--- src/rtl/ocf_pkg.sv ---
package ocf_pkg;

    typedef enum logic [1:0] {
        ST_FAULT = 2'd0,
        ST_IDLE  = 2'd1,
        ST_RUN   = 2'd2
    } ocf_state_e;

endpackage

--- src/rtl/ocf_sync.sv ---
module ocf_sync #(
    parameter int WIDTH  = 1,
    parameter int STAGES = 2
) (
    input  logic             clk,
    input  logic             rst_n,
    input  logic [WIDTH-1:0] d,
    output logic [WIDTH-1:0] q
);

    logic [WIDTH-1:0] chain [STAGES];

    for (genvar g = 0; g < STAGES; g++) begin : g_stage
        if (g == 0) begin : g_first
            always_ff @(posedge clk or negedge rst_n) begin
                if (!rst_n) chain[g] <= '0;
                else        chain[g] <= d;
            end
        end else begin : g_next
            always_ff @(posedge clk or negedge rst_n) begin
                if (!rst_n) chain[g] <= '0;
                else        chain[g] <= chain[g-1];
            end
        end
    end

    assign q = chain[STAGES-1];

endmodule

--- src/rtl/ocf_blank_timer.sv ---
module ocf_blank_timer #(
    parameter int N_PHASE      = 3,
    parameter int BLANK_CYCLES = 300
) (
    input  logic               clk,
    input  logic               rst_n,
    input  logic [N_PHASE-1:0] hs_cmd,
    output logic               hs_rise,
    output logic               blank
);

    localparam int CW = $clog2(BLANK_CYCLES + 1);

    logic [N_PHASE-1:0] hs_prev;
    logic [CW-1:0]      remain;

    assign hs_rise = |(hs_cmd & ~hs_prev);
    assign blank   = hs_rise | (remain != '0);

    always_ff @(posedge clk or negedge rst_n) begin
        if (!rst_n) begin
            hs_prev <= '0;
            remain  <= '0;
        end else begin
            hs_prev <= hs_cmd;
            if (hs_rise)
                remain <= CW'(BLANK_CYCLES - 1);
            else if (remain != '0)
                remain <= remain - 1'b1;
        end
    end

endmodule

--- src/rtl/ocf_hold_qual.sv ---
module ocf_hold_qual #(
    parameter int MIN_CYCLES = 1000
) (
    input  logic clk,
    input  logic rst_n,
    input  logic level,
    input  logic spoil,
    output logic held,
    output logic released
);

    localparam int CW = $clog2(MIN_CYCLES + 1);

    logic [CW-1:0] count;
    logic          level_prev;
    logic          full;

    assign full     = (count == CW'(MIN_CYCLES));
    assign held     = level & full;
    assign released = level_prev & ~level & full;

    always_ff @(posedge clk or negedge rst_n) begin
        if (!rst_n) begin
            count      <= '0;
            level_prev <= 1'b0;
        end else begin
            level_prev <= level;
            if (!level || spoil)
                count <= '0;
            else if (!full)
                count <= count + 1'b1;
        end
    end

endmodule

--- src/rtl/ocf_fault_ctrl.sv ---
module ocf_fault_ctrl
    import ocf_pkg::*;
#(
    parameter int N_PHASE      = 3,
    parameter int SYNC_STAGES  = 2,
    parameter int BLANK_CYCLES = 300,
    parameter int FRST_MIN     = 1000,
    parameter int EN_MIN       = 1000
) (
    input  logic               clk,
    input  logic               rst_n,
    input  logic               oc_raw,
    input  logic               en_raw,
    input  logic               frst_raw,
    input  logic               uv_raw,
    input  logic [N_PHASE-1:0] hs_cmd_raw,
    output logic               gate_kill,
    output logic               fault_n
);

    localparam int NLVL = 4;
    localparam int NIN  = NLVL + N_PHASE;

    logic [NIN-1:0]     raw_vec;
    logic [NIN-1:0]     syn_vec;
    logic               oc_s;
    logic               en_s;
    logic               frst_s;
    logic               uv_s;
    logic [N_PHASE-1:0] hs_s;

    logic               hs_rise;
    logic               blank;
    logic               trip;
    logic               frst_held;
    logic               frst_done;
    logic               en_held;
    logic               en_released;
    logic               clr_spoil;

    ocf_state_e         state_q;
    ocf_state_e         state_d;

    assign raw_vec = {hs_cmd_raw, uv_raw, frst_raw, en_raw, oc_raw};

    ocf_sync #(
        .WIDTH (NIN),
        .STAGES(SYNC_STAGES)
    ) u_sync (
        .clk  (clk),
        .rst_n(rst_n),
        .d    (raw_vec),
        .q    (syn_vec)
    );

    assign oc_s   = syn_vec[0];
    assign en_s   = syn_vec[1];
    assign frst_s = syn_vec[2];
    assign uv_s   = syn_vec[3];
    assign hs_s   = syn_vec[NIN-1:NLVL];

    ocf_blank_timer #(
        .N_PHASE     (N_PHASE),
        .BLANK_CYCLES(BLANK_CYCLES)
    ) u_blank (
        .clk    (clk),
        .rst_n  (rst_n),
        .hs_cmd (hs_s),
        .hs_rise(hs_rise),
        .blank  (blank)
    );

    assign clr_spoil = en_s | oc_s | uv_s;

    ocf_hold_qual #(
        .MIN_CYCLES(FRST_MIN)
    ) u_frst_qual (
        .clk     (clk),
        .rst_n   (rst_n),
        .level   (frst_s),
        .spoil   (clr_spoil),
        .held    (frst_held),
        .released(frst_done)
    );

    ocf_hold_qual #(
        .MIN_CYCLES(EN_MIN)
    ) u_en_qual (
        .clk     (clk),
        .rst_n   (rst_n),
        .level   (en_s),
        .spoil   (1'b0),
        .held    (en_held),
        .released(en_released)
    );

    // Fault sources: unmasked over-current or supply undervoltage.
    assign trip = (oc_s & ~blank) | uv_s;

    always_ff @(posedge clk or negedge rst_n) begin
        if (!rst_n) state_q <= ST_FAULT;
        else        state_q <= state_d;
    end

    always_comb begin
        state_d = state_q;
        unique case (state_q)
            ST_FAULT: begin
                if (!trip && frst_done && !en_s)
                    state_d = ST_IDLE;                // CLEAR
            end
            ST_IDLE: begin
                if (trip)
                    state_d = ST_FAULT;               // TRIP
                else if (en_held)
                    state_d = ST_RUN;                 // ARM
            end
            ST_RUN: begin
                if (trip)
                    state_d = ST_FAULT;               // TRIP
                else if (!en_s)
                    state_d = ST_IDLE;                // DISABLE
            end
            default: state_d = ST_FAULT;
        endcase
    end

    always_comb begin
        gate_kill = 1'b1;
        fault_n   = 1'b1;
        unique case (state_q)
            ST_FAULT: begin
                gate_kill = 1'b1;
                fault_n   = 1'b0;
            end
            ST_IDLE: begin
                gate_kill = 1'b1;
                fault_n   = 1'b1;
            end
            ST_RUN: begin
                gate_kill = 1'b0;
                fault_n   = 1'b1;
            end
            default: begin
                gate_kill = 1'b1;
                fault_n   = 1'b0;
            end
        endcase
    end

    // Qualifier outputs not needed by this state machine.
    logic unused_ok;
    assign unused_ok = &{1'b0, frst_held, en_released, hs_rise};

endmodule

--- config.mk ---
export PLATFORM = sky130hd
export DESIGN_NAME = ocf_fault_ctrl
export DESIGN_NICKNAME = d
export VERILOG_FILES = /design/src/rtl/ocf_pkg.sv /design/src/rtl/ocf_sync.sv /design/src/rtl/ocf_blank_timer.sv /design/src/rtl/ocf_hold_qual.sv /design/src/rtl/ocf_fault_ctrl.sv
export SDC_FILE = /design/constraint.sdc
export NUM_CORES = 1
export LEC_CHECK = 0
export ABC_AREA = 1
export CORE_MARGIN = 1
export CORE_UTILIZATION = 54
export CTS_CLUSTER_DIAMETER = 100
export DETAILED_ROUTE_END_ITERATION = 10
export PLACE_DENSITY = 0.75
export SLEW_MARGIN = 20
export SYNTH_ARGS = -nofsm -noshare
export SYNTH_HDL_FRONTEND = slang
export SYNTH_HIERARCHICAL = 1
export SYNTH_SLANG_ARGS = --single-unit
--- constraint.sdc ---
create_clock -name clk -period 1.6 [get_ports clk]
set_input_delay 0.24 -clock clk [delete_from_list [all_inputs] [get_ports clk]]
set_output_delay 0.24 -clock clk [all_outputs]
set_load 0.05 [all_outputs]
# Yosys cells after proc, flatten, opt, wreduce, memory -nomap -nowiden
# Index checks and enable logic that the tools add are counted.
totals:
  inputBits: 9
  wordCells: 58
  ff_bits: 49
classes:
  muxes: 14
  reduce_logical: 12
  add_sub_neg: 3
  n_eq_ne: 9
  bitwise_logic: 12
ops:
  columns: ["operator", "count"]
  rows:
  - ["10-bit two-way mux", 4]
  - ["10-bit by 1-bit adder with 10-bit output, second input constant", 2]
  - ["10-bit == test, second input constant", 2]
  - ["9-bit two-way mux", 2]
  - ["2-bit two-way mux", 5]
  - ["9-bit nonzero test", 1]
  - ["9-bit by 1-bit subtractor with 9-bit output, second input constant", 1]
  - ["2-bit inequality test, second input constant", 3]
  - ["3-bit inequality test, second input constant", 2]
  - ["2-bit case mux with 3 select lines", 1]
  - ["1-bit bitwise AND", 4]
  - ["1-bit OR", 4]
  - ["3-bit bitwise AND", 1]
  - ["1-bit zero test", 3]
  - ["3-bit inverter", 1]
  - ["3-bit AND reduction", 1]
  - ["3-bit OR reduction", 1]
  - ["2-bit by 1-bit == test with 1-bit output, second input constant", 1]
  - ["2-bit == test, second input constant", 1]
  - ["1-bit logical AND", 2]
  - ["2-bit zero test", 1]
  - ["1-bit two-way mux", 2]
  - ["1-bit inverter", 2]
  - ["2-bit nonzero test", 1]
  - ["other kinds (2)", 2]

# Logic depth before layout (Yosys ltp)
# Gate-level depths: netlist (run 1).
logic_depth:
  word_depth: 12
  mapped_depth: 15
  depth_no_buf: 15

# Cells and area by module
# Netlist (run 1), hierarchy kept.
by_module_without_submodules:
  columns: ["mod", "instances", "area_each_um2", "cells_per_inst"]
  rows:
  - ["ocf_hold_qual", 2, 645.6, 86]
  - ["ocf_blank_timer", 1, 635.6, 79]
  - ["ocf_sync", 1, 402.9, 21]
  - ["ocf_fault_ctrl", 1, 261.5, 39]

# Worst setup path after synthesis (run 1)
# OpenSTA, ideal clock, no wires.
synth_path:
  kind: "flip-flop to flip-flop"
  from: "reg u_blank.remain[0]"
  to: "reg state_q[1]"
  n_path_buf: 0
  synth_period_minus_slack_ns: 1.716
  setup_ns: 0.117
  setup_slack_ns: -0.116
  arrival_time_ns: 1.600
  stages_incl_launch_ff: 16
  cell_sequence: "dfrtp_1 > inv_1 > ha_1 > nand2_4 > nor2_4 > nand2_4 > nor2_4 > inv_1 > inv_1 > nand2_4 > nand3_1 > nand2_1 > nand2_1 > inv_1 > nand3_1 > nand2_1"
synth_via:
  elab_chain_len: 10
synth_rtl:
  columns: ["item", "line", "text"]
  rows:
  - ["start: declaration", "ocf_blank_timer.sv:15", "logic [CW-1:0] remain;"]
  - ["start signal: assignment", "ocf_blank_timer.sv:27", "remain <= CW'(BLANK_CYCLES - 1);"]
  - ["start signal: assignment", "ocf_blank_timer.sv:29", "remain <= remain - 1'b1;"]
  - ["9-bit nonzero test (*)", "ocf_blank_timer.sv:18", "assign blank = hs_rise | (remain != '0);"]
  - ["1-bit OR (*)", "ocf_blank_timer.sv:18", null]
  - ["via blank", "ocf_fault_ctrl.sv:33", "logic blank;"]
  - ["1-bit inverter (*)", "ocf_fault_ctrl.sv:98", "assign trip = (oc_s & ~blank) | uv_s;"]
  - ["1-bit bitwise AND (*)", "ocf_fault_ctrl.sv:98", null]
  - ["1-bit OR (*)", "ocf_fault_ctrl.sv:98", null]
  - ["1-bit zero test", "ocf_fault_ctrl.sv:109", "if (!trip && frst_done && !en_s)"]
  - ["1-bit logical AND (2 in a row)", "ocf_fault_ctrl.sv:109", null]
  - ["2-bit inequality test (no line)", null, null]
  - ["3-bit AND reduction (no line)", null, null]
  - ["end signal: assignment", "ocf_fault_ctrl.sv:102", "else state_q <= state_d;"]
  - ["end: declaration", "ocf_fault_ctrl.sv:41", "ocf_state_e state_q;"]
# The timed path passes the listed nets; every way through them passes the cells marked *.
# A chain may end at the register's enable or synchronous reset.

# Worst setup path after layout (run 1)
layout_path:
  from: "reg u_frst_qual.count[0]"
  to: "reg state_q[0]"
layout_via:
  elab_chain_len: 6
layout_rtl:
  columns: ["item", "line", "text"]
  rows:
  - ["start: declaration", "ocf_hold_qual.sv:14", "logic [CW-1:0] count;"]
  - ["start signal: assignment", "ocf_hold_qual.sv:31", "count <= count + 1'b1;"]
  - ["10-bit == test", "ocf_hold_qual.sv:18", "assign full = (count == CW'(MIN_CYCLES));"]
  - ["1-bit bitwise AND", "ocf_hold_qual.sv:20", "assign released = level_prev & ~level & full;"]
  - ["via frst_done", "ocf_fault_ctrl.sv:36", "logic frst_done;"]
  - ["1-bit logical AND (2 in a row)", "ocf_fault_ctrl.sv:109", null]
  - ["2-bit inequality test (no line)", null, null]
  - ["3-bit AND reduction (no line)", null, null]
# The timed path passes the listed nets, and every way through them passes these cells.

==> results of run 1 <==
-- worst max-delay path, stage by stage, from the launching register on --
cell and delay [ns]:
dfrtp_1 0.41, inv_2 0.09, ha_1 0.18, nand2_1 0.06
nor2_1 0.13, nand3_2 0.10, nor2_2 0.17, nand4_1 0.11
nand2_1 0.08, nand3_2 0.07, nand2_1 0.08, nand2_1 0.05
-- registers in the layout, summed over array words and instances, names as in the netlist --
register                count
u_blank/remain              9
u_sync/chain                7
u_en_qual/count            10
u_blank/hs_prev             3
u_sync/q                    7
u_frst_qual/count          10
state_q                     2
u_frst_qual/level_prev      1
-- area by class of cell --
type	count	area (um^2)	area share (%)
clock buffer	7	86.3	2.83
sequential	49	1230	40.2
timing repair buffer	34	310	10.2
tap	52	65.1	2.13
inverter	51	194	6.36
multi-input combinational	200	1140	37.3
clock inverter	1	30.0	0.985
-- worst paths after layout --
check | from | end | slack (ns)
setup / recovery | u_frst_qual/count[0] | state_q[0] | -0.05
hold / removal | u_sync/chain[9] | u_sync/q[2] | 0.35
setup reg to reg | u_frst_qual/count[0] | state_q[0] | -0.05
hold reg to reg | u_sync/chain[9] | u_sync/q[2] | 0.35
max in group asynchronous | rst_n | u_en_qual/count[0] | 0.69
min in group asynchronous | rst_n | u_blank/remain[5] | 0.40
-- power by group --
| part | total [mW] | switching (mW) | internal, mW | leakage (nW) |
|---|---|---|---|---|
| registers | 1.29 | 0.0210 | 1.27 | 0.618 |
| clock network | 0.911 | 0.402 | 0.510 | 0.0585 |
| logic | 0.186 | 0.103 | 0.0831 | 0.871 |
-- metal layers --
metal	part of all wire, %	vias to the layer above
met1	45	937
met3	3.5	13
met4	1.7	0
met5	0	-
met2	50	42
li1	-	1001
-- metrics by stage --
step / util [%] / hold slack [ns] / setup slack (ns)
finish: 68.6 / 0.353 / -0.0459
CTS: 67.1 / 0.355 / 0.0172
detailed placement: 63.6 / 0.214 / -0.0465
global route: 68.6 / 0.359 / -0.124
global placement: 63.6 / 0.206 / 0.0663
floorplan: - / -0.0556 / 0.000345
-- what timing repair did --
item | CTS | global route
resized for setup | 3 | 13
endpoints found under the hold margin | 16 | 0
buffers inserted | 3 | 4
pin swaps | 3 | 6
setup endpoints to repair | 2 | 3
hold buffers | 1 | 0
==> results.tsv, run 1 <==
metric	value	unit
layout-drive-gt1-share	23.7	%
final_cell_mix	nand2_1 (66), dfrtp_1 (49), nor2_1 (41)	
fin_cells	394	
synth_nets	325	
syn_avg_cell_area	8.32	um^2
grt_usage	20.2	%
fin_skew	0.00428	ns
areaGrowthSynthToFinish	19.3	%
dr.pass1.iters	6	
drc	0	
hold_depth	0	
dieArea	0.00501	mm^2
ant_nets	0	
grt.met1_usage	24.4	%
finalPower	2.39	mW
nets	359	
syn_inst	307	
hp-class	flop to flop	
grt_pass1_vias	1937	
core_area	0.00444	mm^2
antenna_found_initial	0	
cts_root_buf	clkbuf_8	
netlist_area	0.00255	mm^2
grt_setup_unrepaired	true	
gr-total-overflow	0	
num_vias	1993	
antenna_cells	0	
clockBufferDepth	2	
grt_pass1_wl	8000	um
grt-busiest-layer	met2	
finalWirelength	4720	um
mostFrequentLayoutCell	nand2_1	
crit_required	1.80	ns
path_clk_slew	0.09	ns
postPlaceCellArea	0.00283	mm^2
period_share	103	%
cp.arrival	1.85	ns
htree_num_levels	2	
cts_tree	done	
globalplace.congestion	0.828	
endpoint_kind	flop	
grtUsageMet3	4.84	%
p_per_area	784	mW/mm^2
first_iter_violations	102	
port_buffers	10	
fp-row-count	24	
tns	-0.0904	ns
crit_type	flop to flop	
cp_max_fo	3	
cts_buffers	5	
reg2reg_depth	11	
p_leak	1.55	nW
viasPerCell	5.06	
yosysWarnings	6	
die_h	70.8	um
ir_drop	616	uV
numClockSinks	49	
max_freq	0.608	GHz
design_area	0.00305	mm^2
io-pin-count	11	
initial_utilization	57.5	%
slew_violations	0	
wl_per_cell	12.0	um
use_met2	36.1	%
worst_setup_path_start_kind	flop	
drv_cap	0	
finalHoldViolations	0	
final.fill_count	340	
hpwl	3270	um
clk_latency	0.30	ns
grt_max_degree	34	
layout_setup_ws	-0.0459	ns
die_w	70.8	um
status	finished, violations left	
violations	negative setup slack	
dp_cells	378	
setup_violations	2	
min_period	1.65	ns
Power figures use the tool's default switching activity.
==> run 2: changes to the inputs <==
Settings changed: CTS_CLUSTER_DIAMETER 100 to 200, SKIP_LAST_GASP from default to 1.
==> results of run 2 <==
Same layout as run 1: the final DEF is identical, and so are final timing and power.
==> run 3: changes to the inputs <==
Settings changed: PLACE_DENSITY 0.75 to 0.78.
==> run 3 against run 2 <==
Net effect: the run now ends clean; power fell by 3.4%; clock skew is 0.0067 ns higher; clock-buffer cell count shrank 2; non-clock buffer count unchanged; critical path depth is 3 higher; register-to-register slack improved by 0.09 ns; worst hold slack worse by 0.0075 ns; maximum frequency rose by 5.6%; combinational power is 7% lower; final cell count decreased by 0.25%; largest cell class unchanged; highest routed layer unchanged.
==> results.tsv, run 3 (synthesis results as in run 1) <==
metric	value	unit
drc	0	
crit_type	flop to flop	
htree_num_levels	2	
initial_utilization	57.5	%
crit_buf_inv	3	
place_worst_setup_slack	0.0258	ns
port_buffers	10	
numClockSinks	49	
finalPower	2.31	mW
p_leak	1.55	nW
utilization	68.8	%
cp.arrival	1.80	ns
num_vias	1951	
wl_per_cell	11.3	um
grt_max_degree	50	
die_h	70.8	um
crit_required	1.84	ns
viasPerCell	4.96	
finalWirelength	4430	um
drv_cap	0	
hpwl	3090	um
antenna_cells	0	
slew_violations	0	
die_w	70.8	um
cts_buffers	5	
grt_pass1_vias	1916	
final_cell_mix	nand2_1 (69), dfrtp_1 (49), inv_1 (40)	
setup_violations	0	
path_clk_slew	0.08	ns
core_area	0.00444	mm^2
nets	359	
layout-drive-gt1-share	23.8	%
endpoint_kind	flop	
min_period	1.56	ns
cts_root_buf	clkbuf_8	
first_iter_violations	107	
grt_usage	20.0	%
layout_setup_ws	0.0419	ns
ant_nets	0	
holdWs	0.346	ns
largest_registers	u_en_qual/count (10), u_frst_qual/count (10), u_blank/remain (9)	
clk_latency	0.30	ns
finalHoldViolations	0	
areaGrowthSynthToFinish	19.6	%
period_share	97.4	%
globalplace.congestion	0.813	
mostFrequentLayoutCell	nand2_1	
io-pin-count	11	
ir_drop	570	uV
critPathTopFamily	simple AND/OR/NAND/NOR gates	
antenna_found_initial	0	
cts_tree	done	
status	complete, no violations	
grt_setup_unrepaired	true	
cp_max_fo	6	
max_freq	0.642	GHz
worstPathCellList	inv_2, ha_4, nand2_4, nor2_4, nand2_4, nor2_4, inv_2, inv_2, nand2_4, nand3_2, nand2_1, nand2_1, nand3_2, nand2_1	
grt_pass1_wl	7850	um
gr-total-overflow	0	
dr.pass1.iters	4	
max_stage_delay	0.40	ns
fp-row-count	24	
fin_skew	0.0110	ns
hp-class	flop to flop	
clockBufferDepth	2	
cpMaxStageDelayCell	dfrtp_1	
p_per_area	755	mW/mm^2
worst_setup_path_start_kind	flop	
dieArea	0.00501	mm^2
==> run 3: routing by layer <==
layer | share of wire (%) | track usage (%)
met2 | 50 | 34.2
met1 | 45 | 24.4
met4 | 1.7 | 8.89
met5 | 0 | 0
met3 | 3.3 | 4.42
==> run 3: final cells by class <==
| type | count | area, um^2 |
|---|---|---|
| clock buffers | 5 | 68.8 |
| clock inverters | 2 | 35.0 |
| fillers | 338 | 1390 |
| inverters | 51 | 194 |
| multi-input cells | 200 | 1160 |
| flip-flops and latches | 49 | 1230 |
| well taps | 52 | 65.1 |
| repair buffers | 34 | 310 |
==> run 3: final timing paths <==
check | from | end | slack, ns | cells past startpoint
setup / recovery | u_blank/remain[1] | state_q[0] | 0.04 | 14
hold / removal | u_sync/chain[12] | u_sync/q[5] | 0.35 | 0
setup reg to reg | u_blank/remain[1] | state_q[0] | 0.04 | 14
hold reg to reg | u_sync/chain[12] | u_sync/q[5] | 0.35 | 0
max in group asynchronous | rst_n | u_en_qual/count[0] | 0.92 | 3
min in group asynchronous | rst_n | u_blank/hs_prev[1] | 0.45 | 3
==> run 3: where the power goes <==
| group | internal, mW | total [mW] | leakage [nW] | switching [mW] |
|---|---|---|---|---|
| clock network | 0.454 | 0.844 | 0.0540 | 0.390 |
| logic | 0.0741 | 0.173 | 0.874 | 0.0985 |
| registers | 1.27 | 1.29 | 0.618 | 0.0206 |
==> run 3: repair_timing <==
item	in CTS	in global routing
gates resized for setup	0	19
endpoints found under the hold margin	49	0
hold buffers	1	0
setup buffers	0	7
setup endpoints to repair	0	4
==> run 3: through the flow <==
stage          cells  instance area, um^2  TNS [ns]
6_report         393                 3060         0
4_1_cts          386                 2940         0
3_5_place_dp     378                 2830         0
3_3_place_gp     378                 2830         0
5_1_grt          393                 3060    -0.199
2_1_floorplan    307                 2570         0
